$ cat config.mk
export PLATFORM = sky130hd
export DESIGN_NAME = thermal_guard
export DESIGN_NICKNAME = d
export VERILOG_FILES = /design/src/rtl/thermal_guard_pkg.sv /design/src/rtl/thermal_guard_datapath.sv /design/src/rtl/thermal_guard_ctrl.sv /design/src/rtl/thermal_guard.sv
export SDC_FILE = /design/constraint.sdc
export NUM_CORES = 1
export LEC_CHECK = 0
export BUFFER_PORTS_ARGS = -buffer_cell sky130_fd_sc_hd__buf_4
export CAP_MARGIN = 20
export CORE_MARGIN = 2
export CORE_UTILIZATION = 45
export CTS_CLUSTER_SIZE = 24
export DETAILED_ROUTE_END_ITERATION = 8
export GPL_TIMING_DRIVEN = 0
export PLACE_DENSITY = 0.78
export SKIP_CTS_REPAIR_TIMING = 1
export SYNTH_ARGS = -nofsm -noshare
export SYNTH_HDL_FRONTEND = slang
export SYNTH_SLANG_ARGS = --single-unit
$ cat constraint.sdc
create_clock -name clk -period 1.2 [get_ports clk]
set_input_delay 0.24 -clock clk [delete_from_list [all_inputs] [get_ports clk]]
set_output_delay 0.24 -clock clk [all_outputs]
set_load 0.02 [all_outputs]
$ cat src/rtl/thermal_guard_pkg.sv
package thermal_guard_pkg;
  localparam int LEVELS = 4;

  // Strobes from control to datapath
  typedef struct packed {
    logic zoneLoad;
  } ctl_strobe_t;

  // Comparison results from datapath to control
  typedef struct packed {
    logic overTrip;    // sample above threshold 4
    logic recoverOk;   // sample at or below threshold 3
  } temp_flags_t;

  typedef enum logic {
    ST_RUN = 1'b0,
    ST_OFF = 1'b1
  } guard_state_t;
endpackage

$ cat src/rtl/thermal_guard_datapath.sv
module thermal_guard_datapath
  import thermal_guard_pkg::*;
#(
  parameter int TEMP_W = 9
) (
  input  logic                     clk,
  input  logic                     rstN,
  input  logic [TEMP_W-1:0]        sampleTemp,
  input  logic [LEVELS*TEMP_W-1:0] threshVec,
  input  ctl_strobe_t              strobes,
  output temp_flags_t              flags,
  output logic [1:0]               zoneCode
);
  localparam int ZONE_LEVELS = LEVELS - 1;

  logic [LEVELS-1:0] aboveLvl;
  logic [1:0]        zoneNext;
  logic [1:0]        zoneQ;

  // One signed comparator per threshold; equality counts as below
  for (genvar k = 0; k < LEVELS; k++) begin : g_cmp
    assign aboveLvl[k] = $signed(sampleTemp) > $signed(threshVec[k*TEMP_W +: TEMP_W]);
  end

  always_comb begin
    zoneNext = 2'd0;
    for (int k = 0; k < ZONE_LEVELS; k++) begin
      if (aboveLvl[k]) zoneNext = 2'(k + 1);
    end
  end

  assign flags.overTrip  = aboveLvl[LEVELS-1];
  assign flags.recoverOk = !aboveLvl[LEVELS-2];

  always_ff @(posedge clk or negedge rstN) begin
    if (!rstN)                 zoneQ <= 2'd0;
    else if (strobes.zoneLoad) zoneQ <= zoneNext;
  end

  assign zoneCode = zoneQ;
endmodule

$ cat src/rtl/thermal_guard_ctrl.sv
module thermal_guard_ctrl
  import thermal_guard_pkg::*;
(
  input  logic        clk,
  input  logic        rstN,
  input  logic        sampleValid,
  input  logic        stickyClear,
  input  temp_flags_t flags,
  output ctl_strobe_t strobes,
  output logic        driverEnable,
  output logic        shutdownPulse,
  output logic        shutdownSticky
);
  guard_state_t stateQ, stateNext;
  logic         pulseNext;
  logic         pulseQ;
  logic         stickyQ;

  assign strobes.zoneLoad = sampleValid;

  always_comb begin
    stateNext = stateQ;
    pulseNext = 1'b0;
    if (sampleValid) begin
      unique case (stateQ)
        ST_RUN: if (flags.overTrip) begin
          stateNext = ST_OFF;
          pulseNext = 1'b1;
        end
        ST_OFF: if (flags.recoverOk) stateNext = ST_RUN;
        default: stateNext = ST_RUN;
      endcase
    end
  end

  always_ff @(posedge clk or negedge rstN) begin
    if (!rstN) begin
      stateQ  <= ST_RUN;
      pulseQ  <= 1'b0;
      stickyQ <= 1'b0;
    end else begin
      stateQ <= stateNext;
      pulseQ <= pulseNext;
      if (pulseNext)       stickyQ <= 1'b1;
      else if (stickyClear) stickyQ <= 1'b0;
    end
  end

  assign driverEnable   = (stateQ == ST_RUN);
  assign shutdownPulse  = pulseQ;
  assign shutdownSticky = stickyQ;
endmodule

$ cat src/rtl/thermal_guard.sv
module thermal_guard
  import thermal_guard_pkg::*;
#(
  parameter int TEMP_W = 9
) (
  input  logic                     clk,
  input  logic                     rstN,
  input  logic                     sampleValid,
  input  logic [TEMP_W-1:0]        sampleTemp,
  input  logic [LEVELS*TEMP_W-1:0] threshVec,
  input  logic                     stickyClear,
  output logic [1:0]               zoneCode,
  output logic                     driverEnable,
  output logic                     shutdownPulse,
  output logic                     shutdownSticky
);
  ctl_strobe_t strobes;
  temp_flags_t flags;

  thermal_guard_datapath #(.TEMP_W(TEMP_W)) u_dp (
    .clk        (clk),
    .rstN       (rstN),
    .sampleTemp (sampleTemp),
    .threshVec  (threshVec),
    .strobes    (strobes),
    .flags      (flags),
    .zoneCode   (zoneCode)
  );

  thermal_guard_ctrl u_ctrl (
    .clk            (clk),
    .rstN           (rstN),
    .sampleValid    (sampleValid),
    .stickyClear    (stickyClear),
    .flags          (flags),
    .strobes        (strobes),
    .driverEnable   (driverEnable),
    .shutdownPulse  (shutdownPulse),
    .shutdownSticky (shutdownSticky)
  );
endmodule

### Word level (Yosys, flattened, before mapping)

Cells that the tools add are included.

| storage, ports and cells | value |
|---|---|
| register bits after elaboration | 5 |
| input port bits | 49 |
| output and inout bits | 5 |
| word-level logic and storage cells | 20 |

| operators by class | value |
|---|---|
| magnitude comparators | 4 |
| mux-type cells | 10 |
| bitwise logic cells | 1 |
| reductions and logical operators | 1 |

Operator list:

| operator | count |
|---|---|
| > comparator 9 bit | 4 |
| two-way mux 1 bit | 7 |
| two-way mux 2 bit | 2 |
| one-hot mux 1 bit (2 select lines) | 1 |
| nonzero test 2 bit | 1 |
| NOT 1 bit | 1 |

### Longest topological paths before layout

Gate-level depths: netlist (run 1).

| depth | value |
|---|---|
| depth in word-level cells | 5 |
| gate-level depth with buffers | 7 |
| gate-level depth less buffers | 7 |

### Hierarchy

From an unflattened synthesis (run 1), not the netlist that was laid out.

| second synthesis, totals | value |
|---|---|
| cells, all modules | 144 |
| area, all modules | 1,142.3 um^2 |

Modules (own cells, without submodules):

| module | times used | cells each | area each (um^2) | seq. area each (um^2) |
|---|---|---|---|---|
| thermal_guard_datapath | 1 | 133 | 1,023.5 | 50.0 |
| thermal_guard_ctrl | 1 | 11 | 118.9 | 75.1 |

### Least setup slack after synthesis (run 1)

Ideal clock, no wire load.

| timing | value |
|---|---|
| kind | input to register |
| start | input port threshVec[29] |
| end | register u_ctrl.stickyQ, in the netlist u_ctrl.shutdownSticky |
| library setup time | 118 ps |
| arrival | 1,451 ps |
| required time | 1,082 ps |
| path slack | -369 ps |
| stages | 7 |
| path buffers | 0 |
| cell sequence | inv_1 > ha_1 > a211o_1 > a221o_1 > a21boi_2 > a211oi_2 > a21o_1 |

| between the ends | value |
|---|---|
| word-level cells in the longest chain between the ends | 5 |
| elaborated cells between the ends (all ways) | 6 |
| those cells by class | order compare (1); mux (4); reduce/logical (1) |

RTL lines:

| item | line | RTL |
|---|---|---|
| start: declaration | thermal_guard.sv:10 | `input logic [LEVELS*TEMP_W-1:0] threshVec,` |
| > comparator 9 bit * | thermal_guard_datapath.sv:22 | `assign aboveLvl[k] = $signed(sampleTemp) > $signed(threshVec[k*TEMP_W +: TEMP_W]);` |
| two-way mux 1 bit * | thermal_guard_ctrl.sv:26 | `ST_RUN: if (flags.overTrip) begin` |
| two-way mux 1 bit * | thermal_guard_ctrl.sv:25 | `unique case (stateQ)` |
| two-way mux 1 bit * | thermal_guard_ctrl.sv:24 | `if (sampleValid) begin` |
| net u_ctrl.pulseNext | thermal_guard_ctrl.sv:15 | `logic pulseNext;` |
| two-way mux 1 bit / nonzero test 2 bit (equally long branches) | - |  |
| end signal: assignment | thermal_guard_ctrl.sv:40 | `stickyQ <= 1'b0;` |
| end signal: assignment | thermal_guard_ctrl.sv:44 | `if (pulseNext) stickyQ <= 1'b1;` |
| end signal: assignment | thermal_guard_ctrl.sv:45 | `else if (stickyClear) stickyQ <= 1'b0;` |
| end: declaration | thermal_guard_ctrl.sv:17 | `logic stickyQ;` |

Mark *: on every way through the listed nets, which the timed path passes. The rest lies on a longest branch.
A chain may end at the register's enable or synchronous reset.

### Final worst setup path (run 1)

| timing | value |
|---|---|
| start | input port threshVec[11] |
| end | register u_dp.zoneQ[0], in the netlist u_dp.zoneCode[0] |

| between the ends | value |
|---|---|
| word-level cells in the longest chain between the ends | 3 |

RTL lines:

| item | line | RTL |
|---|---|---|
| > comparator 9 bit | thermal_guard_datapath.sv:22 |  |
| two-way mux 2 bit (2 in series) | thermal_guard_datapath.sv:28 | `if (aboveLvl[k]) zoneNext = 2'(k + 1);` |
| end signal: assignment | thermal_guard_datapath.sv:37 | `else if (strobes.zoneLoad) zoneQ <= zoneNext;` |
| end: declaration | thermal_guard_datapath.sv:18 | `logic [1:0] zoneQ;` |

No other way between the ends.

==> results of run 1 <==
-- synth_stat cells (all sizes together), types with 2 or more instances --
master  number
a21o         6
nand3        5
o21ai        3
a211o        2
nor2         5
nand4        7
a21oi        5
and4         2
inv         40
a211oi       3
dfrtp        5
a21boi       2
ha          36
nor3         2
nand2        2
-- cell families after synthesis --
| logic type | after synthesis |
|---|---|
| flip-flops | 5 |
| AND/OR/NAND/NOR | 26 |
| adder cells (fa/ha/maj) | 36 |
| multiplexers | 1 |
| AO/OA/AOI/OAI | 31 |
| buffers and inverters | 40 |
-- final cells by class --
cell class | count | area [um^2] | area share
multi-input cells | 94 | 1070 | 0.566
inverters | 40 | 193 | 0.102
flip-flops and latches | 5 | 125 | 0.0661
repair buffers | 55 | 442 | 0.233
well taps | 28 | 35.0 | 0.0185
clock buffers | 4 | 26.3 | 0.0139
-- flip-flops by register name, summed over array words and instances (netlist names) --
name	cells
u_ctrl.shutdownSticky	1
u_ctrl.stateQ	1
u_ctrl.shutdownPulse	1
u_dp.zoneCode	2
-- metal layers --
layer	GRT usage	vias up	part of all wire
li1	-	613	-
met1	0.256	559	0.40
met2	0.394	35	0.56
met3	0.00833	2	0.041
met4	0.0513	0	0.0055
met5	0	-	0
-- worst max-delay path by stage --
stage                            endpoint  slack [ps]  cells after the start
floorplan           u_ctrl.shutdownSticky        -280                      7
global placement            u_ctrl.stateQ        -500                      8
detailed placement       u_dp.zoneCode[0]        -560                      7
CTS                      u_dp.zoneCode[0]        -300                      7
global route             u_dp.zoneCode[0]        -290                      8
finish                   u_dp.zoneCode[0]        -220                      8
-- placed cells by master (no fill, tap or decap), types with 3 or more instances in the layout --
cell / n
inv_12: 3
inv_2: 3
buf_6: 3
nand3_1: 4
clkbuf_4: 3
a21o_1: 6
ha_4: 14
dfrtp_1: 5
inv_1: 32
buf_4: 49
ha_1: 22
a21oi_1: 5
nor2_1: 5
nand4_1: 7
-- per-stage QoR --
stage	hold slack, ps	util
after detailed placement	43.3	0.741
final	276	0.831
after floorplan	-55.6	-
after CTS	-211	0.753
after global placement	41.4	0.741
after global routing	301	0.831
-- where the power goes --
part	switching [uW]	internal, uW	total (uW)
clock network	59.9	125	185
registers	21.4	215	236
logic	365	402	767
-- worst reg2reg max path, delay by kind of cell (launching register included) --
family | cells | cell delay [ps]
AOI/OAI and AO/OA | 4 | 320
and+or+nand+nor | 1 | 300
DFF | 1 | 370
==> qor.yml, run 1 <==
status: "finished, violations left"
violations: "setup timing"
reg2reg_depth: 5
worst_slack_ps: -223
fin_worst_skew_ps: 0.131
finalPower_uw: 1190
required_ps: 1310
r2r_end: "u_dp.zoneCode[0]"
worst_setup_path_end_kind: "register"
cts_buffers: 3
drt_wl_total_um: 3110
yosys.area_share.adder: 0.406
yosysUniqueCellTypes: 31
fmax_mhz: 703
synth_edf_count: 0
grt_first_pass_wirelength_um: 4580
drv_slew: 0
die-area_um2: 2880
std_cell_rows: 17
power.density_nw_per_um2: 628
setup_viol_count_final: 5
antenna_cells: 0
clockBufferDepth: 2
start_util: 0.488
async_reset_ff_frac: 1.00
synth_xor_xnor_area_share: 0
synth_area_leader_cell: "ha_1"
placed_area_um2: 1690
nets: 284
ir_worst_vdd_mv: 0.749
grt.total_usage: 0.209
ys.flop_type: "dfrtp_1"
slew_headroom: 0.814
place_ws_ps: -559
grt_max_degree: 6
cts_root_buffer: "clkbuf_4"
grt_pass1_vias: 1146
path_class: "input port to register"
drive_above_1_share: 0.465
syn_area_um2: 1110
cp_slowest_stage_delay_ps: 290
finalCritPeriodShare: 1.19
min_period_ps: 1420
grt_remaining_overflow: 0
tightest_slew_ps: 278
cts.sinks: 5
dr.pass1.iters: 4
worst_path_max_delay_cell: "a221oi_2"
min_to: "u_ctrl.shutdownSticky"
drt_iter0_drc: 18
placed_cells: 220
rrSetupSlack_ps: 80
synth_top_family_by_area: "adder cells"
synthToLayoutAreaGrowth_pct: 70.5
path_max_fanout: 2
fin_setup_tns_ps: -936
hold_viol: 0
htreeDepth: 1
via_per_inst: 5.35
min_path_cells: 3
clk_pin_slew_ps: 40
rsz0062_at_grt: "true"
die_y_um: 53.7
clk_latency_ps: 230
wire_per_inst_um: 13.7
r2r-start: "u_dp.zoneCode[0]"
cts_tree: "done"
critPathLaunchType: "input port"
stdcell_count: 226
n_fill_cell: 138
avgSynthCellArea_um2: 7.98
worst-path-buf-inv: 2
cap_violations: 0
antenna_found_initial: 0
place_congestion: 0.718
ant_nets: 0
drc: 0
num_io_pins: 54
synth_mux_area_frac: 0.0101
port-buffer-count: 53
fin_area_um2: 1890
vias: 1209
yosysTopAreaCellShare: 0.406
synth-compound-area-share: 0.209
dp_hpwl_um: 2520
p_leak_uw: 0.000986
synthCells: 139
core_area_um2: 2280
ys_top_cells_by_area: "ha_1 41%, inv_1 14%, dfrtp_1 11%"
synth_simple_gate_area_share: 0.127
synthesis.nets: 224
path_delay_family: "compound AO/OA/AOI/OAI gates"
holdCritStartpoint: "stickyClear"
ys_warn_count: 0
ys_seq_area_frac: 0.113
crit_start: "threshVec[11]"
crit_chain: "buf_6, inv_12, ha_4, a21o_1, nand3_1, a211o_1, a221oi_2, o2bb2ai_1"
ys_ff_latch: 5
cp.arrival_ps: 1530
hold_class: "input port to register"
fp.dieW_um: 53.7
(Power assumes the default switching activity.)
==> run 2, diff against run 1 <==
ABC_AREA = 1   (was default)
CAP_MARGIN = 15   (was 20)
PLACE_DENSITY = 0.76   (was 0.78)
==> run 2 against run 1 <==
  * The flow still finishes with violations (setup timing)
  * Critical path type unchanged
  * Largest cell class unchanged
  * Sequential power shrank 4%
  * Register-to-register slack gained 360 ps
  * Utilization shrank 8.6 points
  * Via count grew 12%
  * Worst setup slack gained 190 ps
  * Die area grew 15%
  * Largest power group unchanged
==> qor.yml, run 2 <==
drive_above_1_share: 0.421  # -0.0432
slew_headroom: 0.892  # +0.0774
use_met1: 0.234  # -0.0221
ys.flop_type: "dfrtp_1"
hold_class: "input port to register"
busiest_layer: "met2"
ir_worst_vdd_mv: 0.775  # +3.4%
ys_ff_latch: 5  # unchanged
core_area_um2: 2730  # +20%
power.density_nw_per_um2: 611  # -2.7%
die_y_um: 57.6  # +7.3%
fin_worst_skew_ps: 5.54  # +5.41 ps
async_reset_ff_frac: 1.00  # unchanged
hold_viol: 0  # unchanged
cts_root_buffer: "clkbuf_4"
setup_viol_count_final: 3  # -2
finalCritPeriodShare: 1.03  # -0.159
fin_setup_tns_ps: -84.1  # +851 ps
start_util: 0.473  # -0.0149
grt_max_degree: 6  # unchanged
port-buffer-count: 53  # unchanged
cp_slowest_stage_delay_ps: 290  # about the same
worst_slack_ps: -31.8  # +191 ps
vias: 1360  # +12%
clk_latency_ps: 250  # +20 ps
synth_area_leader_cell: "ha_1"
grt_pass1_vias: 1243  # +8.5%
num_io_pins: 54  # unchanged
worst_setup_path_end_kind: "register"
drc: 0  # unchanged
yosysUniqueCellTypes: 19  # -39%
dp_hpwl_um: 2530  # +0.48%
fp.dieW_um: 57.6  # +7.3%
reg2reg_depth: 5  # unchanged
ys_warn_count: 0  # unchanged
grt_use_met2: 0.331  # -0.0631
synthTopCellsByCount: "53 x inv_1, 52 x nand2_1, 36 x ha_1"
holdCritStartpoint: "stickyClear"
ant_nets: 0  # unchanged
grt.total_usage: 0.186  # -0.0233
wire_per_inst_um: 9.90  # -28%
layout_common_cells: "51 x buf_4, 45 x inv_1, 43 x nand2_1"
path_class: "input port to register"
status: "finished, violations left"
avgSynthCellArea_um2: 6.40  # -20%
min_path_cells: 4  # +1
largest_register_ffs: 2  # unchanged
die-area_um2: 3320  # +15%
grt_use_met3: 0.0363  # +0.0279
rrSetupSlack_ps: 440  # +360 ps
cts.sinks: 5  # unchanged
clockBufferDepth: 2  # unchanged
violations: "setup timing"
worst_path_max_delay_cell: "ha_4"
min_to: "u_ctrl.shutdownSticky"
htreeDepth: 1  # unchanged
ys_seq_area_frac: 0.0968  # -0.0159
drt_wl_total_um: 2890  # -7.0%
cap_violations: 0  # unchanged
drv_slew: 0  # unchanged
fmax_mhz: 812  # +16%
required_ps: 1330  # +20 ps
r2r_end: "u_ctrl.stateQ"
synthesis.nets: 287  # +28%
antenna_found_initial: 0  # unchanged
synth_most_common_cell: "inv_1"
p_leak_uw: 0.00116  # +17%
dr.pass1.iters: 4  # unchanged
synthCells: 202  # +45%
rsz0062_at_grt: "true"
cp.arrival_ps: 1360  # -170 ps
final_common_cell: "buf_4"
n_fill_cell: 244  # +77%
worst-path-buf-inv: 2  # unchanged
grt_first_pass_wirelength_um: 4920  # +7.4%
critPathLaunchType: "input port"
grt_remaining_overflow: 0  # unchanged
path_max_fanout: 4  # +2
syn_area_um2: 1290  # +16%
tightest_slew_ps: 162  # -117 ps
synthToLayoutAreaGrowth_pct: 57.7
cts_tree: "done"
cts_buffers: 3  # unchanged
r2r-start: "u_ctrl.stateQ"
yosysTopAreaCellShare: 0.348  # -0.0574
synth_edf_count: 0  # unchanged
nets: 347  # +22%
clk_pin_slew_ps: 40  # about the same
finalPower_uw: 1250  # +4.9%
via_per_inst: 4.66  # -13%
std_cell_rows: 19  # +2
min_period_ps: 1230  # -191 ps
crit_chain: "buf_12, ha_4, nand2_4, a21oi_2, nor2_2, buf_4, nand4_1, nand2_2, o21ai_1, nand2_1"
path_delay_family: "simple AND/OR/NAND/NOR gates"
ys_top_cells_by_area: "ha_1 35%, inv_1 15%, nand2_1 15%"
antenna_cells: 0  # unchanged
place_congestion: 0.829  # +15%
drt_iter0_drc: 11  # -7
[run 2: cell count changes after synthesis, sizes merged, moves of 3 or more]
cell and change:
nor2 +13, inv +13, a21o -4, nand3b +3, a211oi -3, nand2 +54, a21oi +8
[run 2: area by class of cell]
type	count	area, um^2	share of cell area
multi-input cells	144	1200	0.587
repair buffers	55	435	0.214
well taps	31	38.8	0.0190
flip-flops and latches	5	125	0.0614
inverters	53	216	0.106
clock buffers	4	26.3	0.0129
[run 2: tightest hold or removal path: stages]
cell     delay [ps]
buf_4            80
inv_1            30
nand2_1          40
nand2_1          50
[run 2: through the flow]
step	instances	util	hold slack (ps)	setup slack, ps	instance area (um^2)
final	292	0.746	236	-31.8	2040
after global routing	292	0.746	241	-94.7	2040
after CTS	290	0.702	-231	-45.5	1920
after detailed placement	286	0.692	43.6	-309	1890
after global placement	286	0.692	43.4	-306	1890
after floorplan	202	-	-55.6	-46.2	1460
[run 2: cells by family after synthesis]
kind of cell             synth area share
AND/OR/NAND/NOR                     0.317
flip-flops                         0.0968
AO/OA/AOI/OAI                      0.0842
adder cells (fa/ha/maj)             0.348
buffers and inverters               0.154
[run 2: power breakdown]
group	total, uW	internal [uW]	switching (uW)
sequential	226	208	17.5
clock	197	126	71.3
combinational	823	403	420
total	1250	737	509
[run 2: worst max-delay path by stage]
| stage | from | endpoint | cells after the start |
|---|---|---|---|
| after floorplan | sampleTemp[8] | u_dp.zoneCode[0] | 8 |
| after global placement | sampleTemp[8] | u_dp.zoneCode[0] | 10 |
| after detailed placement | sampleTemp[8] | u_dp.zoneCode[0] | 10 |
| after CTS | sampleTemp[8] | u_dp.zoneCode[0] | 10 |
| after global routing | sampleTemp[4] | u_dp.zoneCode[0] | 11 |
| final | sampleTemp[8] | u_ctrl.stateQ | 10 |
[run 2: layer usage]
| metal | up-vias | wire length (um) |
|---|---|---|
| li1 | 748 | - |
| met1 | 567 | 1290 |
| met2 | 41 | 1370 |
| met3 | 4 | 193 |
| met4 | 0 | 37 |
| met5 | - | 0 |
